<file path="config.mk">
export PLATFORM = sky130hd
export DESIGN_NAME = vid_dma_seq
export DESIGN_NICKNAME = d
export VERILOG_FILES = /design/src/rtl/vid_dma_seq.sv
export SDC_FILE = /design/constraint.sdc
export NUM_CORES = 1
export LEC_CHECK = 0
export CORE_MARGIN = 8
export CORE_UTILIZATION = 50
export CTS_BUF_LIST = sky130_fd_sc_hd__clkbuf_4 sky130_fd_sc_hd__clkbuf_8 sky130_fd_sc_hd__clkbuf_16
export DETAILED_ROUTE_END_ITERATION = 10
export PLACE_DENSITY = 0.81
export SYNTH_ARGS = -nofsm -noshare
export SYNTH_HDL_FRONTEND = slang
export SYNTH_SLANG_ARGS = --single-unit
</file>
<file path="constraint.sdc">
create_clock -name clk -period 4.8 [get_ports clk]
set_input_delay 0.48 -clock clk [delete_from_list [all_inputs] [get_ports clk]]
set_output_delay 0.48 -clock clk [all_outputs]
set_load 0.01 [all_outputs]
</file>
<file path="src/rtl/vid_dma_seq.sv">
module vid_dma_seq #(
  parameter int AW  = 32,
  parameter int CW  = 12,
  parameter int AVW = 10
) (
  input  logic           clk,
  input  logic           rst_n,
  input  logic [AW-1:0]  base_odd,
  input  logic [AW-1:0]  base_even,
  input  logic           fld_sof,
  input  logic           fld_odd,
  output logic           if_req,
  output logic [AW-1:0]  if_addr,
  input  logic [31:0]    if_data,
  input  logic           if_valid,
  input  logic [31:0]    fifo_data,
  input  logic [AVW-1:0] fifo_avail,
  output logic           fifo_rd,
  output logic           wr_valid,
  input  logic           wr_ready,
  output logic [AW-1:0]  wr_addr,
  output logic [31:0]    wr_data,
  output logic [2:0]     wr_nbytes,
  output logic           wr_sol,
  output logic           wr_eol,
  output logic [AW-1:0]  pc,
  output logic           irq,
  output logic           err
);
  localparam logic [3:0] OP_WR = 4'b0001, OP_SK = 4'b0010, OP_WC = 4'b0101, OP_JMP = 4'b0111,
                         OP_SYN = 4'b1000, OP_W3 = 4'b1001, OP_S3 = 4'b1010, OP_WS = 4'b1011;

  typedef enum logic [2:0] {S_IDLE, S_FETCH, S_MOVE, S_WAIT, S_HALT} st_t;

  function automatic logic [2:0] op_len(input logic [3:0] op);
    case (op)
      OP_WR, OP_JMP, OP_SYN, OP_S3: op_len = 3'd2;
      OP_SK, OP_WC:                 op_len = 3'd1;
      OP_W3:                        op_len = 3'd5;
      OP_WS:                        op_len = 3'd3;
      default:                      op_len = 3'd0;
    endcase
  endfunction

  st_t           st;
  logic [2:0]    wcnt;
  logic [31:0]   ir;
  logic [AW-1:0] tgt, waddr, nxt;
  logic [CW-1:0] rem;
  logic          first, par;

  logic [31:0]   cur;
  logic [AW-1:0] dw1;
  logic [3:0]    cop, op;
  logic [2:0]    clen, beat;
  logic          is_wr, avail_ok, fire;

  assign cur      = (wcnt == 3'd0) ? if_data : ir;
  assign dw1      = (wcnt == 3'd1) ? if_data[AW-1:0] : tgt;
  assign cop      = cur[31:28];
  assign clen     = op_len(cop);
  assign op       = ir[31:28];
  assign is_wr    = (op == OP_WR) || (op == OP_WC) || (op == OP_W3) || (op == OP_WS);
  assign beat     = (rem >= CW'(4)) ? 3'd4 : rem[2:0];
  assign avail_ok = (rem != '0) && (fifo_avail >= AVW'(beat));

  assign if_req    = (st == S_FETCH);
  assign if_addr   = pc;
  assign wr_valid  = (st == S_MOVE) && is_wr && avail_ok;
  assign fire      = (st == S_MOVE) && avail_ok && (!is_wr || wr_ready);
  assign fifo_rd   = fire;
  assign wr_addr   = waddr;
  assign wr_data   = fifo_data;
  assign wr_nbytes = beat;
  assign wr_sol    = first && ir[27];
  assign wr_eol    = ir[26] && (rem <= CW'(4));

  always_ff @(posedge clk or negedge rst_n) begin
    if (!rst_n) begin
      st <= S_IDLE; pc <= '0; wcnt <= '0; ir <= '0; tgt <= '0; waddr <= '0;
      nxt <= '0; rem <= '0; first <= 1'b0; par <= 1'b0; irq <= 1'b0; err <= 1'b0;
    end else begin
      irq <= 1'b0;
      if (fld_sof && st != S_HALT) begin
        if (st == S_WAIT && fld_odd == par) begin
          st  <= S_FETCH;
          irq <= ir[24];
        end else begin
          pc   <= fld_odd ? base_odd : base_even;
          st   <= S_FETCH;
          wcnt <= '0;
        end
      end else begin
        case (st)
          S_FETCH: if (if_valid) begin
            pc <= pc + AW'(4);
            if (wcnt == 3'd0) ir  <= if_data;
            if (wcnt == 3'd1) tgt <= if_data[AW-1:0];
            if (clen == 3'd0) begin
              st  <= S_HALT;
              err <= 1'b1;
            end else if (wcnt == clen - 3'd1) begin
              wcnt <= '0;
              case (cop)
                OP_JMP: begin pc <= dw1; irq <= cur[24]; end
                OP_SYN: begin st <= S_WAIT; par <= cur[0]; end
                default: begin
                  st    <= S_MOVE;
                  rem   <= cur[CW-1:0];
                  first <= 1'b1;
                  waddr <= (cop == OP_WC) ? nxt : dw1;
                end
              endcase
            end else begin
              wcnt <= wcnt + 3'd1;
            end
          end
          S_MOVE: if (rem == '0) begin
            st  <= S_FETCH;
            irq <= ir[24];
            if (is_wr) nxt <= waddr;
          end else if (fire) begin
            rem   <= rem - CW'(beat);
            waddr <= waddr + AW'(beat);
            first <= 1'b0;
          end
          default: ;
        endcase
      end
    end
  end


  wr_hold_chk: assert property (@(posedge clk) disable iff (!rst_n)
    wr_valid && !wr_ready && !fld_sof |=> wr_valid && $stable(wr_addr) && $stable(wr_nbytes));

  fetch_hold_chk: assert property (@(posedge clk) disable iff (!rst_n)
    if_req && !if_valid && !fld_sof |=> if_req && $stable(if_addr));

  beat_size_chk: assert property (@(posedge clk) disable iff (!rst_n)
    wr_valid |-> (wr_nbytes != 3'd0) && (wr_nbytes <= 3'd4));

  pop_avail_chk: assert property (@(posedge clk) disable iff (!rst_n)
    fifo_rd |-> fifo_avail != '0);

  irq_pulse_chk: assert property (@(posedge clk) disable iff (!rst_n)
    irq |=> !irq);

  err_sticky_chk: assert property (@(posedge clk) disable iff (!rst_n)
    err |=> err);

  halt_quiet_chk: assert property (@(posedge clk) disable iff (!rst_n)
    err |-> !if_req && !wr_valid && !fifo_rd);
endmodule

</file>
* Word-level counts from Yosys, hierarchy flattened *
Memory sizes are Yosys's and may differ from the RTL's.
Cells that the tools add are included.
W data, S select, Z words.

storage, ports and cells
  bits in read-only memories = 48
  memories kept = 1
  output and inout port bits = 138
  register bits = 182

cells by class
  add/subtract/negate cells = 5
  eq/ne operators = 26
  bitwise logic cells = 2
  reductions and logical operators = 32
  multiplexer cells = 54
  $lt $le $gt $ge = 3

memories
  memory            depth  bits a word  rd ports  clocked after memory_dff  wr ports  line  source
  (name not given)  16     3            1         0                         0         36    case (op)

operators by type and width
  cell                     count
  $mux W32                 17
  $mux W12                 6
  $pmux W32 S2             1
  $mux W3                  12
  $add A32 B3 Y32          1
  $add A32 B3 Y32 const B  1
  $pmux W12 S2             1
  $reduce_and A4 Y1        4
  $mux W1                  13
  $eq A4 B3 Y1 const B     3
  $eq A4 B4 Y1 const B     3
  $ge A12 B3 Y1 const B    1
  $le A12 B3 Y1 const B    1
  $logic_not A12 Y1        1
  $ne A2 B2 Y1 const B     6
  $pmux W3 S2              2
  $reduce_bool A12 Y1      1
  $sub A12 B3 Y12          1
  $ge A10 B3 Y1            1
  $logic_and A1 B1 Y1      9
  $reduce_and A8 Y1        1
  $eq A3 B1 Y1 const B     2
  $eq A3 B2 Y1 const B     2
  $logic_not A3 Y1         2
  20 further kinds         30

* Longest topological paths before layout *
Gate-level depths: netlist (run 1).

  word-level depth = 10
  mapped depth = 21

* Worst setup path before layout (run 1) *
Ideal clock, no wire load.

  path type = reg-to-reg
  from = reg wcnt[0]
  to = reg pc[30], in the netlist if_addr[30]
  library setup time = 126 ps
  data required time = 4,674 ps
  data arrival time = 3,837 ps
  slack = 837 ps
  stages on the path, launching flop included = 20
  path buffers = 4
  clock period less this slack = 3,963 ps
  path through = dfrtp_1 > inv_1 > ha_1 > nand2b_1 > buf_2 > mux2i_1 > clkbuf_1 > o21ai_0 > o32ai_1 > a21oi_1 > ha_1 > xnor2_1 > nand2b_1 > a21oi_1 > o211ai_2 > or2_1 > buf_2 > buf_2 > mux2i_1 > a221o_1

between the ends
  word-level cells in the longest chain between the ends = 10
  elaborated cells between the ends (all ways) = 15
  those cells by class = add/sub (1); eq/ne (3); mux (8); reduce/logical (2); memory (1)

RTL lines
  element                 line  source
  start, declared         46    logic [2:0] wcnt;
  start signal, assigned  115   wcnt <= wcnt + 3'd1;
  $logic_not A3 Y1        58    assign cur = (wcnt == 3'd0) ? if_data : ir;
  $mux W32                -
  $mem_v2 Z16 W3          -
  $sub A3 B1 Y3           102   end else if (wcnt == clen - 3'd1) begin
  $eq A3 B3 Y1            102
  $mux W32                102
  $mux W32 *              99    if (clen == 3'd0) begin
  $mux W32 *              95    S_FETCH: if (if_valid) begin
  $mux W32 *              94    case (st)
  $mux W32 *              84    if (fld_sof && st != S_HALT) begin
  end signal, assigned    89    pc <= fld_odd ? base_odd : base_even;
  end signal, assigned    96    pc <= pc + AW'(4);
  end signal, assigned    105   OP_JMP: begin pc <= dw1; irq <= cur[24]; end
  end, declared           26    output logic [AW-1:0] pc,

Mark *: on every way between the ends. The rest lies on a longest branch, timed or not. The select of a mux whose other input is x is not followed.
A chain may end at the register's enable or synchronous reset.

* Worst setup path in the final report (run 1) *
  from = reg rem[7]
  to = out wr_valid

between the ends
  word-level cells in the longest chain between the ends = 5
  elaborated cells between the ends (all ways) = 6
  those cells by class = order compare (2); mux (1); reduce/logical (3)

RTL lines
  element                 line  source
  start, declared         49    logic [CW-1:0] rem;
  start signal, assigned  109   rem <= cur[CW-1:0];
  start signal, assigned  123   rem <= rem - CW'(beat);
  $ge A12 B3 Y1           64    assign beat = (rem >= CW'(4)) ? 3'd4 : rem[2:0];
  $mux W3                 64
  $ge A10 B3 Y1           65    assign avail_ok = (rem != '0) && (fifo_avail >= AVW'(beat));
  $logic_and A1 B1 Y1 *   65
  $logic_and A1 B1 Y1 *   69    assign wr_valid = (st == S_MOVE) && is_wr && avail_ok;
  end, declared           19    output logic wr_valid,

Mark *: on every way between the ends. The rest lies on a longest branch, timed or not.

==> metrics.md, run 1 <==
| Metric | Value |
|---|---|
| Number of flops mapped to enable cells by yosys | 0 |
| Min Hold Slack | 0.183 ns |
| Multi-input logic area | 5950 um^2 |
| Crit start category | register |
| # IOs | 282 |
| CTS tree | done |
| FF-to-FF Start | rem[7]$_DFFE_PN0P_ |
| Wirelength per Cell | 22.9 um |
| Asr flop ratio synth | 100% |
| Max Freq | 0.222 GHz |
| Synth top area share | 38.2% |
| CP max stage cell | or4_1 |
| Seq cells post-synth | 169 |
| PwrDens | 617 nW/um^2 |
| Worst min path class | in -> async |
| Clk sinks | 169 |
| Initial antenna violation count | 1 |
| H-tree Lvls | 4 |
| Syn Nets | 1356 |
| Slew headroom | 25.2% |
| DRT iter0 DRCs | 1079 |
| Final number of setup-violating endpoints | 0 |
| CTS Hold Bufs | 0 |
| Skew final | 0.00838 ns |
| Post-synth cell types | 79 |
| Via-per-instance ratio | 6.33 |
| Routed vias | 10198 |
| Die area | 27100 um^2 |
| Die width | 165 um |
| Unrepaired setup endpoints after global routing | false |
| DR pass1 iterations | 5 |
| Clk_lat worst skew | 0.44 ns |
| Worst-Margin Slew | 1.12 ns |
| Clock slew at reported path FFs | 0.07 ns |
| Final WL | 36.8 mm |
| Largest stage delay, worst path | 0.65 ns |
| Layout cells sized above 1 | 14.1% |
| Die H | 165 um |
| Number of buffers created by CTS | 17 |
| Synth Cell Area | 11100 um^2 |
| Port bufs | 217 |
| Finished Layout Cells | 1610 |
| Synth top area cells | dfrtp_1 38%, mux2_2 9.9%, mux2i_1 6.7% |
| Initial Utilization | 50.8% |
| Core area | 21800 um^2 |
| Inst Count DP | 1578 |
| Reg2Reg Depth | 11 |
| Diodes inserted | 0 |
| GRT overflow | 0 |
| Synth warnings | 0 |
| First-pass GRT wire length | 56.2 mm |
| DRT antenna net count | 0 |
| Lkg Pwr | 5.58 nW |
| Synth area leader | dfrtp_1 |
| Row count | 54 |
| Post-DP HPWL | 27.0 mm |
| Synth Area per Inst | 9.22 um^2 |
| Final hold viol count | 0 |
| Reg-to-reg setup timing slack | 0.49 ns |
| Reg2Reg Capture Point | wr_addr[26]$_DFFE_PN0P_ |
| CP max FO | 7 |
| TNS Setup | 0 ns |
| CTS root buffer | clkbuf_16 |
| Fin crit share | 93.9% |
| Setup Crit Path Kind | reg -> out |
| CP Data Required Time | 4.32 ns |
| Peak supply drop | 367 uV |
| CTS resizes | 0 |
| Crit end category | output port |
| Layout Nets | 1473 |
| Final Max Tran Viols | 0 |
| # DRC | 0 |
| Vias in the first global route | 9851 |
| Syn Inst Count | 1200 |
| Synth Flop Type | dfrtp_1 |
| Tmin final | 4.51 ns |
| Gr usage total | 26.5% |
| Fill count | 1784 |
| WP data arrival | 4.03 ns |
| Gpl congestion | 0.936 |
| Top delay family on crit path | simple AND/OR/NAND/NOR gates |
| Buffer count from post-CTS setup fixing | 0 |
| Synth-to-Final Area Change | 23.6% |
| Sequential cell area | 4230 um^2 |
| Crit-path cells | or4_1 -> nor3_2 -> and2_1 -> ha_1 -> nand2b_1 -> a21o_1 -> maj3_1 -> o21ai_2 -> nor3_1 -> clkdlybuf4s50_1 |
| Status | finished clean |
| Sequential area share after synthesis | 38.2% |
| Max cap viols | 0 |
| WP buf/inv | 1 |
| Pin count of the biggest net entering global routing | 112 |
| Max clock buf depth | 2 |
==> worst reg2reg max path, stage by stage (launching register included) <==
cell and delay, ns:
dfrtp_1 0.45, or4_1 0.66, nor3_2 0.38, and2_1 0.28, ha_1 0.20, inv_1 0.06
fa_1 0.48, a211oi_1 0.70, nand2_1 0.41, o21ai_0 0.25, nand3_1 0.09, a22o_1 0.25
==> power breakdown <==
group          total, mW  switching [mW]  internal [mW]  leakage [nW]
Clock               1.46           0.611          0.845         0.298
Combinational       4.32            2.33           1.98          3.19
Sequential          2.66           0.700           1.96          2.09
==> registers in the layout, summed over array words and instances, names as in the netlist <==
register  count
err           1
irq           1
first         1
if_addr      32
st            3
par           1
wr_addr      32
nxt          32
ir           19
rem          12
wcnt          3
tgt          32
==> logic make-up (layout without fill, tap and decap cells) <==
group / after synthesis / after routing / share of synthesized area, %
xor+xnor: 32 / 32 / 2.53
other cells: 1 / 1 / 0.0339
compound gates: 324 / 324 / 18.2
fa+ha+maj: 13 / 13 / 1.52
buf+inv: 173 / 303 / 8.34
simple gates: 314 / 314 / 14.3
flops: 169 / 169 / 38.2
mux: 174 / 174 / 16.9
==> routing by layer <==
| metal | vias to the layer above | global-route usage (%) | share of wire [%] |
|---|---|---|---|
| li1 | 4551 | - | - |
| met1 | 4979 | 34.1 | 40 |
| met2 | 593 | 42.9 | 47 |
| met3 | 73 | 5.88 | 10 |
| met4 | 2 | 9.62 | 3.2 |
| met5 | - | 0 | 0.035 |
==> cells in the mapped netlist (4+ instances only) <==
cell type and n:
nor4_1 5, xor2_1 12, o32a_1 4, and3_1 8
o31ai_1 21, o2bb2ai_1 6, nand2_1 91, a21oi_1 87
nor2_1 61, buf_4 67, and4_1 5, o21ai_0 101
a31oi_1 32, inv_1 23, buf_2 16, o22ai_1 6
dfrtp_1 169, xnor2_1 20, nand2b_1 10, ha_1 11
mux2_2 97, buf_1 5, nand4_1 14, mux2i_1 74
or3_1 6, a32o_1 7, nor3_1 38, and2_1 9
a211oi_1 8, o211ai_1 6, a211o_1 4, a22o_1 8
nand4b_1 4, clkbuf_1 61, nand3_1 38, nor2b_1 5
==> layout by cell type, fill, tap and decap left out, types with 11 or more instances in the layout <==
master / instances
ha_1: 11
nor2_1: 60
o21ai_0: 101
a31oi_1: 32
nand3_1: 38
nand2_1: 90
inv_1: 23
clkbuf_16: 17
buf_4: 28
xnor2_1: 20
clkdlybuf4s50_1: 215
dfrtp_1: 169
mux2_2: 97
mux2i_1: 74
nor3_1: 38
nand4_1: 14
o31ai_1: 20
xor2_1: 12
a21oi_1: 86
==> worst max-delay path by stage <==
stage                              from                 endpoint  slack (ns)  cells after the start
CTS                  rem[8]$_DFFE_PN0P_                 wr_valid        0.31                     10
global placement            if_data[30]  if_addr[25]$_DFFE_PN0P_        0.57                     14
global route         rem[7]$_DFFE_PN0P_                 wr_valid        0.13                     10
detailed placement          if_data[30]  if_addr[25]$_DFFE_PN0P_        0.45                     14
floorplan           wcnt[0]$_DFFE_PN0P_  if_addr[30]$_DFFE_PN0P_        0.84                     19
finish               rem[7]$_DFFE_PN0P_                 wr_valid        0.29                     10
==> cell type report <==
class	count	area share, %
Multi-Input combinational cell	858	43.5
Clock inverter	13	1.23
Inverter	23	0.631
Tap cell	280	2.56
Clock buffer	19	3.27
Sequential cell	169	30.9
Timing Repair Buffer	248	17.8
==> metrics by stage <==
step	utilization, %	power, mW	instance area (um^2)	worst slack, ns
floorplan	-	5.16	11100	0.837
detailed placement	60.0	6.89	13100	0.452
global route	62.8	8.89	13700	0.132
finish	62.8	8.43	13700	0.291
global placement	60.0	6.79	13100	0.572
CTS	62.8	8.37	13700	0.309
No activity file was read; power rests on OpenSTA's default activity.
==> run 2: changes to the inputs <==
- CTS_CLUSTER_SIZE: default -> 16
==> results of run 2 <==
The final DEF is identical to that of run 1; final timing and power are the same.
==> run 3: changes to the inputs <==
- REMOVE_ABC_BUFFERS: default -> 1
- SKIP_CTS_REPAIR_TIMING: default -> 1
==> metrics.md, run 3 (synthesized netlist as in run 1, its figures left out) <==
| Metric | Value |
|---|---|
| Core area | 21800 um^2 |
| Slew headroom | 34.0% |
| Synth-to-Final Area Change | 23.7% |
| Initial Utilization | 50.8% |
| Row count | 54 |
| Max Freq | 0.228 GHz |
| WP data arrival | 4.71 ns |
| CP max FO | 23 |
| Commonest cells after routing, fill and taps aside | 215 x clkdlybuf4s50_1, 169 x dfrtp_1, 101 x o21ai_0, 97 x mux2_2, 90 x nand2_1 |
| Clock slew at reported path FFs | 0.07 ns |
| Die area | 27100 um^2 |
| DRT iter0 DRCs | 994 |
| DR pass1 iterations | 6 |
| CP max stage cell | or2_2 |
| Die H | 165 um |
| Die width | 165 um |
| Largest stage delay, worst path | 0.56 ns |
| Commonest non-fill, non-tap cell in the layout | clkdlybuf4s50_1 |
| Clk_lat worst skew | 0.44 ns |
| H-tree Lvls | 4 |
| Inst Count DP | 1576 |
| WP buf/inv | 2 |
| Peak supply drop | 485 uV |
| Max clock buf depth | 2 |
| Final hold viol count | 0 |
| Final instance area | 13700 um^2 |
| Crit start category | register |
| Multi-input logic area | 5950 um^2 |
| Final WL | 37.6 mm |
| CP Data Required Time | 5.13 ns |
| Max cap viols | 0 |
| Top delay family on crit path | compound AO/OA/AOI/OAI gates |
| Layout cells sized above 1 | 14.0% |
| Pwr Total | 8.54 mW |
| Final core occ | 62.9% |
| Crit-path cells | inv_1 -> ha_1 -> nand2b_1 -> a31o_2 -> o2bb2ai_1 -> inv_1 -> ha_1 -> xnor2_1 -> nand2b_1 -> a21oi_1 -> o211ai_2 -> or2_2 -> and3_1 -> o32a_1 |
| Vias in the first global route | 9920 |
| Worst-Margin Slew | 0.981 ns |
| Clk sinks | 169 |
| Gr busiest metal | met2 |
| Initial antenna violation count | 0 |
| First-pass GRT wire length | 57.7 mm |
| Number of buffers created by CTS | 17 |
| Skew final | 0.0113 ns |
| # DRC | 0 |
| Tmin final | 4.39 ns |
| Unrepaired setup endpoints after global routing | false |
| Wirelength per Cell | 23.4 um |
| Crit end category | register |
| DRT antenna net count | 0 |
| Crit. Startpoint | wcnt[0]$_DFFE_PN0P_ |
| Final number of setup-violating endpoints | 0 |
| Via-per-instance ratio | 6.32 |
| Fin crit share | 91.4% |
| Placement Cell Area | 13000 um^2 |
| Min Hold Slack | 0.150 ns |
| Sequential cell area | 4230 um^2 |
| Setup Crit Path Kind | reg -> reg |
| Diodes inserted | 0 |
| Lkg Pwr | 5.59 nW |
| Routed vias | 10160 |
| Finished Layout Cells | 1608 |
| GRT met3 Usage | 9.15% |
| GRT overflow | 0 |
| Port bufs | 217 |
| GR Layer Usage met2 | 42.7% |
| Post-DP HPWL | 26.8 mm |
| Pin count of the biggest net entering global routing | 98 |
| Layout Nets | 1471 |
| Gr usage total | 27.2% |
| # IOs | 282 |
| PwrDens | 624 nW/um^2 |
| Global Route met1 Usage | 34.9% |
| Status | finished clean |
| CTS root buffer | clkbuf_16 |
| Worst min path class | in -> async |
| FF-to-FF Start | wcnt[0]$_DFFE_PN0P_ |
| Gpl congestion | 0.939 |
| CTS tree | done |
| Fill count | 1764 |
| Final Max Tran Viols | 0 |
## run 3: cell count changes in the layout (fill, tap and decap cells not counted)
cell | before | now
buf_12 | 3 | 1
bufinv_16 | 3 | 5
clkbuf_4 | 1 | 0
clkbuf_8 | 1 | 2
clkinv_2 | 2 | 1
inv_6 | 4 | 3
or2_1 | 1 | 0
or2_2 | 2 | 3
## run 3: per-stage QoR
stage	worst slack, ns	TNS [ns]
2_1_floorplan	-1.16	-59.59
3_3_place_gp	0.279	0
3_5_place_dp	0.134	0
4_1_cts	0.280	0
5_1_grt	0.214	0
6_report	0.414	0
## run 3: final cells by class
| cell class | instances | area share, % |
|---|---|---|
| clock buffer | 19 | 3.31 |
| clock inverter | 13 | 1.56 |
| inverter | 23 | 0.631 |
| multi-input combinational | 858 | 43.5 |
| sequential | 169 | 30.9 |
| tap | 280 | 2.56 |
| timing repair buffer | 246 | 17.5 |
## run 3: worst paths after layout
check,end,slack [ns],cells after the start
min,nxt[11]$_DFFE_PN0P_,0.15,1
min reg2reg,err$_DFFE_PN0P_,0.46,1
max reg2reg,if_addr[25]$_DFFE_PN0P_,0.41,14
min in group clk,err$_DFFE_PN0P_,0.46,1
max in group asynchronous,irq$_DFF_PN0_,3.61,2
max,if_addr[25]$_DFFE_PN0P_,0.41,14
## run 3: layer usage
metal | wire, um | up-vias
met5 | 0 | -
met1 | 14800 | 4917
met2 | 17200 | 619
met4 | 896 | 0
li1 | - | 4542
met3 | 4720 | 82
## run 3: power breakdown
part	leakage [nW]	switching, mW	internal [mW]
clock	0.321	0.624	0.958
combinational	3.18	2.35	1.96
sequential	2.09	0.695	1.96
